<file path="config.mk">
export PLATFORM = sky130hd
export DESIGN_NAME = io_region_decoder
export DESIGN_NICKNAME = d
export VERILOG_FILES = /design/src/rtl/io_dec_pkg.sv /design/src/rtl/io_region_match.sv /design/src/rtl/io_region_pick.sv /design/src/rtl/io_region_decoder.sv
export SDC_FILE = /design/constraint.sdc
export NUM_CORES = 1
export LEC_CHECK = 0
export BUFFER_PORTS_ARGS = -buffer_cell sky130_fd_sc_hd__buf_2
export CORE_MARGIN = 2
export CORE_UTILIZATION = 37
export CTS_CLUSTER_DIAMETER = 100
export CTS_CLUSTER_SIZE = 12
export DETAILED_ROUTE_END_ITERATION = 16
export PLACE_DENSITY = 0.78
export SKIP_LAST_GASP = 1
export SYNTH_ARGS = -nofsm -noshare
export SYNTH_HDL_FRONTEND = slang
export SYNTH_SLANG_ARGS = --single-unit
</file>
<file path="constraint.sdc">
create_clock -name clk -period 2.28 [get_ports clk]
set_input_delay 0.456 -clock clk [delete_from_list [all_inputs] [get_ports clk]]
set_output_delay 0.456 -clock clk [all_outputs]
set_load 0.1 [all_outputs]
</file>
<file path="src/rtl/io_dec_pkg.sv">
package io_dec_pkg;
    localparam int NREG  = 7;
    localparam int TGT_W = 3;

    localparam int REG_PORT  = 0;
    localparam int REG_VGA   = 1;
    localparam int REG_APIC  = 2;
    localparam int REG_FW    = 3;
    localparam int REG_CFG   = 4;
    localparam int REG_MMLO  = 5;
    localparam int REG_MMHI  = 6;

    localparam logic [14:0] VGA_TAG  = 15'd5;
    localparam logic [11:0] APIC_TAG = 12'hFEC;
    localparam logic [7:0]  FW_TAG   = 8'hFF;
    localparam logic [5:0]  HOLE_TAG = 6'h3F;

    typedef struct packed {
        logic             valid;
        logic [NREG-1:0]  region;
        logic [TGT_W-1:0] target;
        logic             miss;
    } dec_res_t;
endpackage

</file>
<file path="src/rtl/io_region_match.sv">
module io_region_match
    import io_dec_pkg::*;
#(
    parameter int ADDR_W = 44
) (
    input  logic [ADDR_W-1:0]           addr,
    input  logic                        is_io,
    input  logic                        smm,
    input  logic [3:0]                  cfg_base,
    input  logic [NREG-1:0]             region_en,
    output logic [NREG-1:0]             match,
    output logic [NREG-1:0][TGT_W-1:0]  tgt
);
    localparam int HI_W = ADDR_W - 32;
    localparam logic [HI_W-1:0] SYS_HI = HI_W'('hFF0);

    logic [HI_W-1:0] hi;
    logic [31:0]     lo;
    logic            hi_zero, hi_sys, hole, mem, norm_ok, sys_ok;
    logic [NREG-1:0] raw;
    logic            unused_low_bits;

    assign hi = addr[ADDR_W-1:32];
    assign lo = addr[31:0];
    assign unused_low_bits = ^addr[12:0];

    always_comb begin
        hi_zero = (hi == '0);
        hi_sys  = smm && (hi == SYS_HI);
        hole    = (lo[31:26] == HOLE_TAG);
        mem     = !is_io;
        norm_ok = mem && hi_zero && !hole;
        sys_ok  = mem && (hi_zero || hi_sys) && !hole;

        raw           = '0;
        raw[REG_PORT] = is_io && (addr[ADDR_W-1:16] == '0);
        raw[REG_VGA]  = norm_ok && (lo[31:17] == VGA_TAG);
        raw[REG_APIC] = mem && hi_zero && (lo[31:20] == APIC_TAG);
        raw[REG_FW]   = mem && (hi_zero || hi_sys) && (lo[31:24] == FW_TAG);
        raw[REG_CFG]  = sys_ok && (lo[31:28] == cfg_base);
        raw[REG_MMLO] = norm_ok && !lo[31] && (lo[31:28] > cfg_base);
        raw[REG_MMHI] = norm_ok &&  lo[31] && (lo[31:28] > cfg_base);

        match = raw & region_en;

        tgt           = '0;
        tgt[REG_PORT] = lo[15:13];
        tgt[REG_VGA]  = '0;
        tgt[REG_APIC] = lo[15:13];
        tgt[REG_FW]   = lo[23:21];
        tgt[REG_CFG]  = lo[27:25];
        tgt[REG_MMLO] = lo[30:28];
        tgt[REG_MMHI] = lo[30:28];
    end
endmodule

</file>
<file path="src/rtl/io_region_pick.sv">
module io_region_pick
    import io_dec_pkg::*;
#(
    parameter int N = NREG,
    parameter int W = TGT_W
) (
    input  logic [N-1:0]        match,
    input  logic [N-1:0][W-1:0] tgt,
    output logic [N-1:0]        onehot,
    output logic [W-1:0]        target,
    output logic                none
);
    always_comb begin
        onehot = '0;
        target = '0;
        for (int i = N - 1; i >= 0; i--) begin
            if (match[i]) begin
                onehot    = '0;
                onehot[i] = 1'b1;
                target    = tgt[i];
            end
        end
        none = (match == '0);
    end
endmodule

</file>
<file path="src/rtl/io_region_decoder.sv">
module io_region_decoder
    import io_dec_pkg::*;
#(
    parameter int ADDR_W = 44
) (
    input  logic              clk,
    input  logic              rst_n,
    input  logic              req_valid,
    input  logic [ADDR_W-1:0] req_addr,
    input  logic              req_is_io,
    input  logic              req_smm,
    input  logic [3:0]        cfg_base,
    input  logic [NREG-1:0]   region_en,
    output logic              res_valid,
    output logic [NREG-1:0]   res_region,
    output logic [TGT_W-1:0]  res_target,
    output logic              res_miss
);
    logic [NREG-1:0]             match;
    logic [NREG-1:0][TGT_W-1:0]  tgt;
    logic [NREG-1:0]             pick_onehot;
    logic [TGT_W-1:0]            pick_target;
    logic                        pick_none;
    dec_res_t                    res_d, res_q;

    io_region_match #(.ADDR_W(ADDR_W)) u_match (
        .addr      (req_addr),
        .is_io     (req_is_io),
        .smm       (req_smm),
        .cfg_base  (cfg_base),
        .region_en (region_en),
        .match     (match),
        .tgt       (tgt)
    );

    io_region_pick #(.N(NREG), .W(TGT_W)) u_pick (
        .match  (match),
        .tgt    (tgt),
        .onehot (pick_onehot),
        .target (pick_target),
        .none   (pick_none)
    );

    always_comb begin
        res_d = '0;
        if (req_valid) begin
            res_d.valid  = 1'b1;
            res_d.region = pick_onehot;
            res_d.target = pick_target;
            res_d.miss   = pick_none;
        end
    end

    always_ff @(posedge clk) begin
        if (!rst_n) res_q <= '0;
        else        res_q <= res_d;
    end

    assign res_valid  = res_q.valid;
    assign res_region = res_q.region;
    assign res_target = res_q.target;
    assign res_miss   = res_q.miss;
endmodule

</file>
==> results of run 1 <==
[cells in the mapped netlist (all sizes together), types with 2 or more instances]
master,n
dfxtp,12
nor4,8
inv,7
nand2,6
nand3,6
nand4,5
a32oi,4
and4,4
ha,4
nor3,4
o21ai,4
a21oi,3
and2,3
nor2,3
a211oi,2
nand2b,2
o211ai,2
[final timing paths]
kind / cells past startpoint / start / slack (ns) / endpoint
setup / recovery: 8 / req_addr[28] / 0.45 / res_target[1]
hold / removal: 3 / req_addr[13] / 0.43 / res_target[0]
[flip-flops by register name, indices dropped and copies added, names as in the netlist]
signal      cells
res_miss        1
res_region      7
res_target      3
res_valid       1
[per-stage QoR]
stage,util,cells,power (W)
after floorplan,-,95,0.000267
after global placement,0.537,181,0.000327
after detailed placement,0.537,181,0.000331
after CTS,0.547,184,0.000452
after global routing,0.547,184,0.000471
final,0.547,184,0.000445
[worst max-delay path, stage by stage]
cell,delay [ns]
sky130_fd_sc_hd__buf_2,0.13
sky130_fd_sc_hd__inv_1,0.05
sky130_fd_sc_hd__ha_1,0.27
sky130_fd_sc_hd__and4_1,0.23
sky130_fd_sc_hd__o211ai_1,0.14
sky130_fd_sc_hd__a211oi_1,0.41
sky130_fd_sc_hd__a32oi_1,0.12
sky130_fd_sc_hd__o31ai_2,0.19
[cell type report]
type | instances | share of cell area
timing repair buffer | 58 | 0.244
inverter | 7 | 0.0221
sequential | 12 | 0.202
clock buffer | 3 | 0.0190
multi-input combinational | 76 | 0.483
tap | 28 | 0.0295
[cell usage in the layout (no fill, tap or decap), types with 2 or more instances in the layout]
cell,instances
sky130_fd_sc_hd__inv_1,7
sky130_fd_sc_hd__nand3_1,6
sky130_fd_sc_hd__nand2b_1,2
sky130_fd_sc_hd__nor2_1,3
sky130_fd_sc_hd__a211oi_1,2
sky130_fd_sc_hd__clkbuf_4,3
sky130_fd_sc_hd__a32oi_1,4
sky130_fd_sc_hd__nand4_1,5
sky130_fd_sc_hd__o21ai_0,2
sky130_fd_sc_hd__a21oi_1,3
sky130_fd_sc_hd__buf_2,58
sky130_fd_sc_hd__ha_1,4
sky130_fd_sc_hd__nor4_1,5
sky130_fd_sc_hd__nor3_1,4
sky130_fd_sc_hd__o211ai_1,2
sky130_fd_sc_hd__and2_1,3
sky130_fd_sc_hd__nand2_1,6
sky130_fd_sc_hd__and4_1,4
sky130_fd_sc_hd__dfxtp_1,12
sky130_fd_sc_hd__nor4_4,3
[cells by family after synthesis]
group                    count (synthesis)
AND/OR/NAND/NOR                         48
AO/OA/AOI/OAI                           24
flip-flops                              12
buffers and inverters                    7
adder cells (fa/ha/maj)                  4
[layer usage]
layer / vias to the layer above / wire (µm) / GRT usage
met3: 7 / 136 / 0.0259
met5: - / 0 / 0
met2: 41 / 1100 / 0.321
met1: 453 / 906 / 0.197
li1: 503 / - / -
met4: 0 / 69 / 0.127
[power by group through the flow]
| stage | logic (W) | clock network (W) | registers (W) |
|---|---|---|---|
| floorplan | 0.0000369 | 0 | 0.000230 |
| global placement | 0.000110 | 0 | 0.000216 |
| detailed placement | 0.000114 | 0 | 0.000217 |
| CTS | 0.000115 | 0.000125 | 0.000212 |
| global route | 0.000125 | 0.000134 | 0.000212 |
| finish | 0.000114 | 0.000119 | 0.000212 |
==> reports/qor_table.md, run 1 <==
| Result | Reported | Unit |
|---|---|---|
| Final Wtd Congestion | 0.869 | - |
| Number of nets still failing antenna checks after routing | 0 | - |
| Number of hold buffers added after CTS | 0 | - |
| Final Setup Violations | 0 | - |
| Xor and xnor fraction of the mapped netlist area | 0 | - |
| CTS H-Tree Depth | 1 | - |
| Yosys top cell by area | sky130_fd_sc_hd__dfxtp_1 | - |
| Fill count | 230 | - |
| Total overflow reported by the global router | 0 | - |
| Seq. cell area | 240 | µm² |
| Internal power | 0.000321 | W |
| Share of the synthesized area in compound gates (AO/OA/AOI/OAI) | 0.225 | - |
| Combinational share of power | 0.257 | - |
| Multiplexer area fraction after synthesis | 0 | - |
| Worst Path Required | 2.46 | ns |
| Slew of the pin with the lowest slew margin | 0.491 | ns |
| Number of flip-flops and latches in the synthesized netlist | 12 | - |
| Number of clock buffers inserted by TritonCTS | 3 | - |
| Final Cycle Share | 0.801 | - |
| Quantity of gates resized following cts | 0 | - |
| Ys async rst share | 0 | - |
| Distinct cell type count after synthesis | 36 | - |
| Average size of a mapped cell | 8.84 | µm² |
| Main combinational cell family by area after synthesis | simple AND/OR/NAND/NOR gates | - |
| Routed vias | 1004 | - |
| Cells after synthesis | 95 | - |
| Residual DRC count | 0 | - |
| Post-layout worst setup margin | 0.454 | ns |
| Post-layout instance area | 1190 | µm² |
| Number of warning messages in the yosys log | 0 | - |
| Top flip-flop cell by instance count after synthesis | sky130_fd_sc_hd__dfxtp_1 | - |
| Floorplan Core Area | 2170 | µm² |
| Site Rows | 17 | - |
| Antenna violations before repair | 0 | - |
| Count of buffers inserted at the top-level ports | 58 | - |
| Sw power | 0.000124 | W |
| Switching Fraction | 0.278 | - |
| Post-synth EDFFs | 0 | - |
| Worst endpoint data arrival time | 2.01 | ns |
| Worst IR drop on VDD | 0.000184 | V |
| Detailed Place HPWL | 1960 | µm |
| Classification of the worst-slack hold path | primary input to register | - |
| Tightest hold margin | 0.428 | ns |
| Placed cell area | 1160 | µm² |
| Largest fanout of any net on the critical path | 5 | - |
| Count of pins on the block boundary | 72 | - |
| Count of buffers added by post-CTS timing repair for setup | 0 | - |
| Pin count of the biggest net entering global routing | 8 | - |
| Total power density per cell area | 375 | nW/µm² |
| Net total in the final layout | 222 | - |
| Area share of the leading cell type in the synthesized netlist | 0.286 | - |
| Type of element launching the critical path | primary input | - |
| Worst rel slew slack | 0.675 | - |
| Adder-Cell Fraction of Synth Area | 0.0596 | - |
| Synth Area in Simple Gates | 0.398 | - |
| Overall global routing resource usage | 0.181 | - |
| Placement Setup Slack | 0.173 | ns |
| First-pass GRT wire length | 3670 | µm |
| Number of global-route vias before repair | 988 | - |
| Path type of the worst setup path | primary input to register | - |
| Highest clock frequency the design can meet | 548 | MHz |
| Count of endpoints failing hold in the final timing report | 0 | - |
| Starting DRC count in detailed routing | 19 | - |
| Initial Util | 0.387 | - |
| Diodes inserted | 0 | - |
| Worst Setup End Kind | register | - |
| Multi-input logic area | 573 | µm² |
| Detailed-route vias per instance | 5.46 | - |
| Total die area | 2670 | µm² |
| Die Wd | 51.6 | µm |
| TNS Setup | 0 | ns |
| Clock Power Share | 0.267 | - |
| DIE HEIGHT | 51.6 | µm |
| Fraction of final layout cells sized beyond drive strength 1 | 0.429 | - |
| Outcome | completed | - |
| Seq pwr share | 0.476 | - |
| Total count of max-transition violations in the final report | 0 | - |
| Clk Tree Root Cell | sky130_fd_sc_hd__clkbuf_4 | - |
| Reg clk slew, reported paths | 0.06 | ns |
| Number of max-cap violations | 0 | - |
| Area Growth Syn to Fin | 41.4 | % |
| Unrepaired setup endpoints after global routing | false | - |
| Min Tclk post-route | 1.83 | ns |
| Average detailed-routed wire length per instance | 12.0 | µm |
| CTS Buffer Depth | 2 | - |
| Synth top area cells | sky130_fd_sc_hd__dfxtp_1 (29%), sky130_fd_sc_hd__nor4_4 (7.6%), sky130_fd_sc_hd__ha_1 (6.0%) | - |
| Post-synthesis sequential area ratio | 0.286 | - |
| Netlist Area Pre-Place | 840 | µm² |
| Leakage component of the power | 0.549 | nW |
| Mapped Nets | 159 | - |
| Sink count of the clock tree | 12 | - |
| CTS tree | done | - |
| Detailed Routing Iterations Pass 1 | 5 | - |
| Wire length after detailed routing | 2210 | µm |
Power figures use the tool's default switching activity.
==> inputs of run 2 (changes only) <==
--- a/config.mk
+++ b/config.mk
@@ -7,11 +7,11 @@
 export LEC_CHECK = 0
 export BUFFER_PORTS_ARGS = -buffer_cell sky130_fd_sc_hd__buf_2
 export CORE_MARGIN = 2
-export CORE_UTILIZATION = 37
+export CORE_UTILIZATION = 34
 export CTS_CLUSTER_DIAMETER = 100
 export CTS_CLUSTER_SIZE = 12
 export DETAILED_ROUTE_END_ITERATION = 16
-export PLACE_DENSITY = 0.78
+export PLACE_DENSITY = 0.76
 export SKIP_LAST_GASP = 1
 export SYNTH_ARGS = -nofsm -noshare
 export SYNTH_HDL_FRONTEND = slang
==> constraint.sdc (replaced) <==
create_clock -name clk -period 1.5 [get_ports clk]
set_input_delay 0.3 -clock clk [delete_from_list [all_inputs] [get_ports clk]]
set_output_delay 0.3 -clock clk [all_outputs]
set_load 0.1 [all_outputs]
==> reports/qor_table.md, run 2 (synthesis results as in run 1) <==
| Result | Reported | Unit |
|---|---|---|
| Worst hold endpoint | res_target[2] | - |
| Area Growth Syn to Fin | 69.7 | % |
| Count of buffers inserted at the top-level ports | 58 | - |
| Post-layout instance area | 1430 | µm² |
| Most frequent standard cell in the layout excluding fill and tap cells | sky130_fd_sc_hd__buf_2 | - |
| PnR Total Power | 0.000718 | W |
| CTS H-Tree Depth | 1 | - |
| Site Rows | 18 | - |
| Final Wtd Congestion | 0.889 | - |
| Number of global-route vias before repair | 1081 | - |
| Longest individual stage delay on the worst path | 0.31 | ns |
| Diodes inserted | 0 | - |
| Worst Path Required | 1.68 | ns |
| Detailed Place HPWL | 2240 | µm |
| Fill count | 215 | - |
| Average detailed-routed wire length per instance | 12.3 | µm |
| CTS tree | done | - |
| Critical-path cell with the highest stage delay | sky130_fd_sc_hd__ha_1 | - |
| Placed cell area | 1350 | µm² |
| Worst rel slew slack | 0.674 | - |
| Residual DRC count | 0 | - |
| Critical path cell sequence | buf_2 -> ha_1 -> and4_1 -> o211ai_1 -> a211oi_2 -> a32oi_1 -> o31ai_2 | - |
| Sink count of the clock tree | 12 | - |
| Wire length after detailed routing | 2560 | µm |
| Total die area | 2880 | µm² |
| Floorplan Core Area | 2410 | µm² |
| Path type of the worst setup path | primary input to register | - |
| Count of buffering cells on the critical path with inverters included | 1 | - |
| Total overflow reported by the global router | 0 | - |
| First-pass GRT wire length | 4190 | µm |
| Total power density per cell area | 504 | nW/µm² |
| WHS Path Cells | 3 | - |
| Post-layout worst setup margin | 0.0263 | ns |
| Number of nets still failing antenna checks after routing | 0 | - |
| Type of element launching the critical path | primary input | - |
| Number of hold buffers added after CTS | 0 | - |
| Initial Util | 0.348 | - |
| Commonest cells after routing, fill and taps aside | sky130_fd_sc_hd__buf_2 (53), sky130_fd_sc_hd__buf_4 (22), sky130_fd_sc_hd__dfxtp_1 (12) | - |
| Final Core Density | 0.591 | - |
| Starting DRC count in detailed routing | 23 | - |
| DIE HEIGHT | 53.7 | µm |
| Antenna violations before repair | 0 | - |
| Count of pins on the block boundary | 72 | - |
| Detailed-route vias per instance | 5.29 | - |
| Outcome | completed | - |
| Hold Startpoint | req_addr[15] | - |
| Clk Tree Root Cell | sky130_fd_sc_hd__clkbuf_4 | - |
| Seq. cell area | 240 | µm² |
| Routed vias | 1101 | - |
| Worst Setup End Kind | register | - |
| Slew of the pin with the lowest slew margin | 0.492 | ns |
| Beginning of the critical path | req_addr[31] | - |
| Overall global routing resource usage | 0.192 | - |
| Leakage component of the power | 0.679 | nW |
| Pin count of the biggest net entering global routing | 7 | - |
| Detailed Routing Iterations Pass 1 | 5 | - |
| Family of cells with the greatest summed delay on the critical path | compound AO/OA/AOI/OAI gates | - |
| Largest fanout of any net on the critical path | 3 | - |
| Final Setup Violations | 0 | - |
| Count of endpoints failing hold in the final timing report | 0 | - |
| Placement Setup Slack | -0.275 | ns |
| Net total in the final layout | 244 | - |
| Number of clock buffers inserted by TritonCTS | 3 | - |
| Highest clock frequency the design can meet | 679 | MHz |
| Final Cycle Share | 0.982 | - |
| Unrepaired setup endpoints after global routing | true | - |
| Multi-input logic area | 612 | µm² |
| Number of max-cap violations | 0 | - |
| CTS Buffer Depth | 2 | - |
| Fraction of final layout cells sized beyond drive strength 1 | 0.534 | - |
| Min Tclk post-route | 1.47 | ns |
| Max FFs per register | 7 | - |
| Die Wd | 53.7 | µm |
| TNS Setup | 0 | ns |
| Worst IR drop on VDD | 0.000352 | V |
| Total count of max-transition violations in the final report | 0 | - |
| Worst endpoint data arrival time | 1.66 | ns |
| Classification of the worst-slack hold path | primary input to register | - |
| Reg clk slew, reported paths | 0.06 | ns |
## run 2: where the power goes
| part | total [W] | internal, W | switching, W | leakage (nW) |
|---|---|---|---|---|
| clock network | 0.000180 | 0.0000926 | 0.0000876 | 0.0138 |
| registers | 0.000322 | 0.000321 | 0.000000494 | 0.0972 |
| logic | 0.000216 | 0.000105 | 0.000111 | 0.568 |
| total | 0.000718 | 0.000519 | 0.000199 | 0.679 |
## run 2: per-layer routing
layer / up-vias / GRT usage / routed length, µm
met5: - / 0 / 0
met4: 0 / 0.0470 / 17
met3: 4 / 0.0417 / 146
met2: 47 / 0.380 / 1350
met1: 497 / 0.200 / 1050
li1: 553 / - / -
## run 2: worst max-delay path by stage
stage	to	slack [ns]	cells after the start
floorplan	res_target[1]	-0.04	5
global placement	res_target[1]	-0.24	7
detailed placement	res_target[1]	-0.28	6
CTS	res_target[1]	0.01	6
global route	res_target[1]	-0.09	8
finish	res_target[1]	0.03	7
## run 2: repair_timing
| item | CTS | global route |
|---|---|---|
| resized for setup | 0 | 10 |
| setup endpoints to repair | 0 | 7 |
| setup buffers | 0 | 1 |
## run 2: stage by stage
step | hold slack (ns) | std cells
6_report | 0.258 | 208
5_1_grt | 0.256 | 208
4_1_cts | 0.250 | 207
3_5_place_dp | 0.531 | 204
3_3_place_gp | 0.543 | 204
2_1_floorplan | 0.430 | 95
## run 2: area by class of cell
cell class,count,area share
multi-input cells,76,0.429
repair buffers,80,0.342
flip-flops and latches,12,0.169
well taps,30,0.0263
inverters,7,0.0184
clock buffers,3,0.0158
==> inputs of run 3 (changes only) <==
--- a/config.mk
+++ b/config.mk
@@ -12,6 +12,7 @@
 export CTS_CLUSTER_SIZE = 12
 export DETAILED_ROUTE_END_ITERATION = 16
 export PLACE_DENSITY = 0.76
+export RECOVER_POWER = 25
 export SKIP_LAST_GASP = 1
 export SYNTH_ARGS = -nofsm -noshare
 export SYNTH_HDL_FRONTEND = slang
==> reports/qor_table.md, run 3 (synthesis results as in run 1) <==
| Result | Reported | Unit |
|---|---|---|
| Worst IR drop on VDD | 0.000352 | V |
| Post-layout worst setup margin | 0.0258 | ns |
| Post-layout instance area | 1420 | µm² |
| Initial Util | 0.348 | - |
| Most frequent standard cell in the layout excluding fill and tap cells | sky130_fd_sc_hd__buf_2 | - |
| Detailed-route vias per instance | 5.27 | - |
| Count of buffers inserted at the top-level ports | 58 | - |
| Starting DRC count in detailed routing | 23 | - |
| Worst endpoint data arrival time | 1.66 | ns |
| Floorplan Core Area | 2410 | µm² |
| Outcome | completed | - |
| Combinational share of power | 0.300 | - |
| Sw power | 0.000199 | W |
| Wire length after detailed routing | 2570 | µm |
| Worst Path Required | 1.68 | ns |
| Classification of the worst-slack hold path | primary input to register | - |
| Final Cycle Share | 0.983 | - |
| Fraction of final layout cells sized beyond drive strength 1 | 0.528 | - |
| Detailed Routing Iterations Pass 1 | 4 | - |
| Internal power | 0.000518 | W |
| Final Setup Violations | 0 | - |
| Sink count of the clock tree | 12 | - |
| Count of endpoints failing hold in the final timing report | 0 | - |
| Leakage component of the power | 0.675 | nW |
| Slew of the pin with the lowest slew margin | 0.538 | ns |
| Switching Fraction | 0.278 | - |
| Number of max-cap violations | 0 | - |
| First-pass GRT wire length | 4190 | µm |
| Min Tclk post-route | 1.47 | ns |
| Total die area | 2880 | µm² |
| Unrepaired setup endpoints after global routing | true | - |
| CTS tree | done | - |
| Total count of max-transition violations in the final report | 0 | - |
| Residual DRC count | 0 | - |
| Path type of the worst setup path | primary input to register | - |
| Diodes inserted | 0 | - |
| Number of global-route vias before repair | 1081 | - |
| Reg clk slew, reported paths | 0.06 | ns |
| Placement Setup Slack | -0.275 | ns |
| Type of element launching the critical path | primary input | - |
| Site Rows | 18 | - |
| Area Growth Syn to Fin | 69.3 | % |
| Average detailed-routed wire length per instance | 12.3 | µm |
| Overall global routing resource usage | 0.192 | - |
| Seq pwr share | 0.449 | - |
| Die Wd | 53.7 | µm |
| Max FFs per register | 7 | - |
| Pin count of the biggest net entering global routing | 7 | - |
| Total power density per cell area | 504 | nW/µm² |
| Final Wtd Congestion | 0.889 | - |
| Worst rel slew slack | 0.643 | - |
| Number of nets still failing antenna checks after routing | 0 | - |
| DIE HEIGHT | 53.7 | µm |
| Number of hold buffers added after CTS | 0 | - |
| Worst Setup End Kind | register | - |
| Highest clock frequency the design can meet | 678 | MHz |
| Total overflow reported by the global router | 0 | - |
| Antenna violations before repair | 0 | - |
| Placed cell area | 1350 | µm² |
| Commonest cells after routing, fill and taps aside | sky130_fd_sc_hd__buf_2 (52), sky130_fd_sc_hd__buf_4 (21), sky130_fd_sc_hd__dfxtp_1 (12) | - |
| Largest fanout of any net on the critical path | 3 | - |
| Fill count | 216 | - |
| CTS Buffer Depth | 2 | - |
| Count of pins on the block boundary | 72 | - |
| Routed vias | 1097 | - |
| Clock Power Share | 0.251 | - |
| Clk Tree Root Cell | sky130_fd_sc_hd__clkbuf_4 | - |
| Number of clock buffers inserted by TritonCTS | 3 | - |
| Net total in the final layout | 244 | - |
| Detailed Place HPWL | 2240 | µm |
| CTS H-Tree Depth | 1 | - |
-- run 3: cell types whose count changed in the layout (fill, tap and decap cells not counted) --
cell,before,now
sky130_fd_sc_hd__clkbuf_1,0,1
sky130_fd_sc_hd__buf_2,53,52
sky130_fd_sc_hd__buf_4,22,21
sky130_fd_sc_hd__clkbuf_2,0,1
-- run 3: stage by stage --
step	TNS, ns	cells	hold WS (ns)	total power (W)	util
after floorplan	-0.158	95	0.430	0.000411	-
after global placement	-1.79	204	0.543	0.000523	0.561
after detailed placement	-2.04	204	0.531	0.000533	0.561
after CTS	0	207	0.250	0.000715	0.570
after global routing	-0.190	208	0.256	0.000759	0.590
final	0	208	0.258	0.000717	0.590
-- run 3: power groups by stage --
stage | combinational (W) | sequential [W] | clock, W
4_1_cts | 0.000204 | 0.000322 | 0.000189
6_report | 0.000215 | 0.000322 | 0.000180
3_3_place_gp | 0.000194 | 0.000329 | 0
2_1_floorplan | 0.0000603 | 0.000350 | 0
5_1_grt | 0.000234 | 0.000322 | 0.000203
3_5_place_dp | 0.000204 | 0.000329 | 0
-- run 3: path summary, 6_finish.rpt --
| path | start | end | slack (ns) | depth (start not counted) |
|---|---|---|---|---|
| max | req_addr[31] | res_target[1] | 0.03 | 7 |
| min | req_addr[15] | res_target[2] | 0.26 | 3 |
-- run 3: critical path, stage by stage --
cell and delay, ns:
sky130_fd_sc_hd__buf_2 0.10, sky130_fd_sc_hd__ha_1 0.31, sky130_fd_sc_hd__and4_1 0.26, sky130_fd_sc_hd__o211ai_1 0.17, sky130_fd_sc_hd__a211oi_2 0.24, sky130_fd_sc_hd__a32oi_1 0.10, sky130_fd_sc_hd__o31ai_2 0.17
-- run 3: layout make-up --
cell class | instances | area [µm²] | area share
clock buffers | 3 | 22.5 | 0.0158
inverters | 7 | 26.3 | 0.0185
multi-input cells | 76 | 612 | 0.430
flip-flops and latches | 12 | 240 | 0.169
well taps | 30 | 37.5 | 0.0264
repair buffers | 80 | 483 | 0.340
-- run 3: metal layers --
metal | wire [µm] | vias to the layer above | global-route usage
met5 | 0 | - | 0
met4 | 12 | 0 | 0.0470
met3 | 151 | 2 | 0.0417
met2 | 1350 | 45 | 0.380
met1 | 1050 | 497 | 0.200
li1 | - | 553 | -
-- run 3: what timing repair did --
item,4_1_cts,5_1_grt
setup endpoints to repair,0,7
resized for setup,0,10
setup buffers,0,1
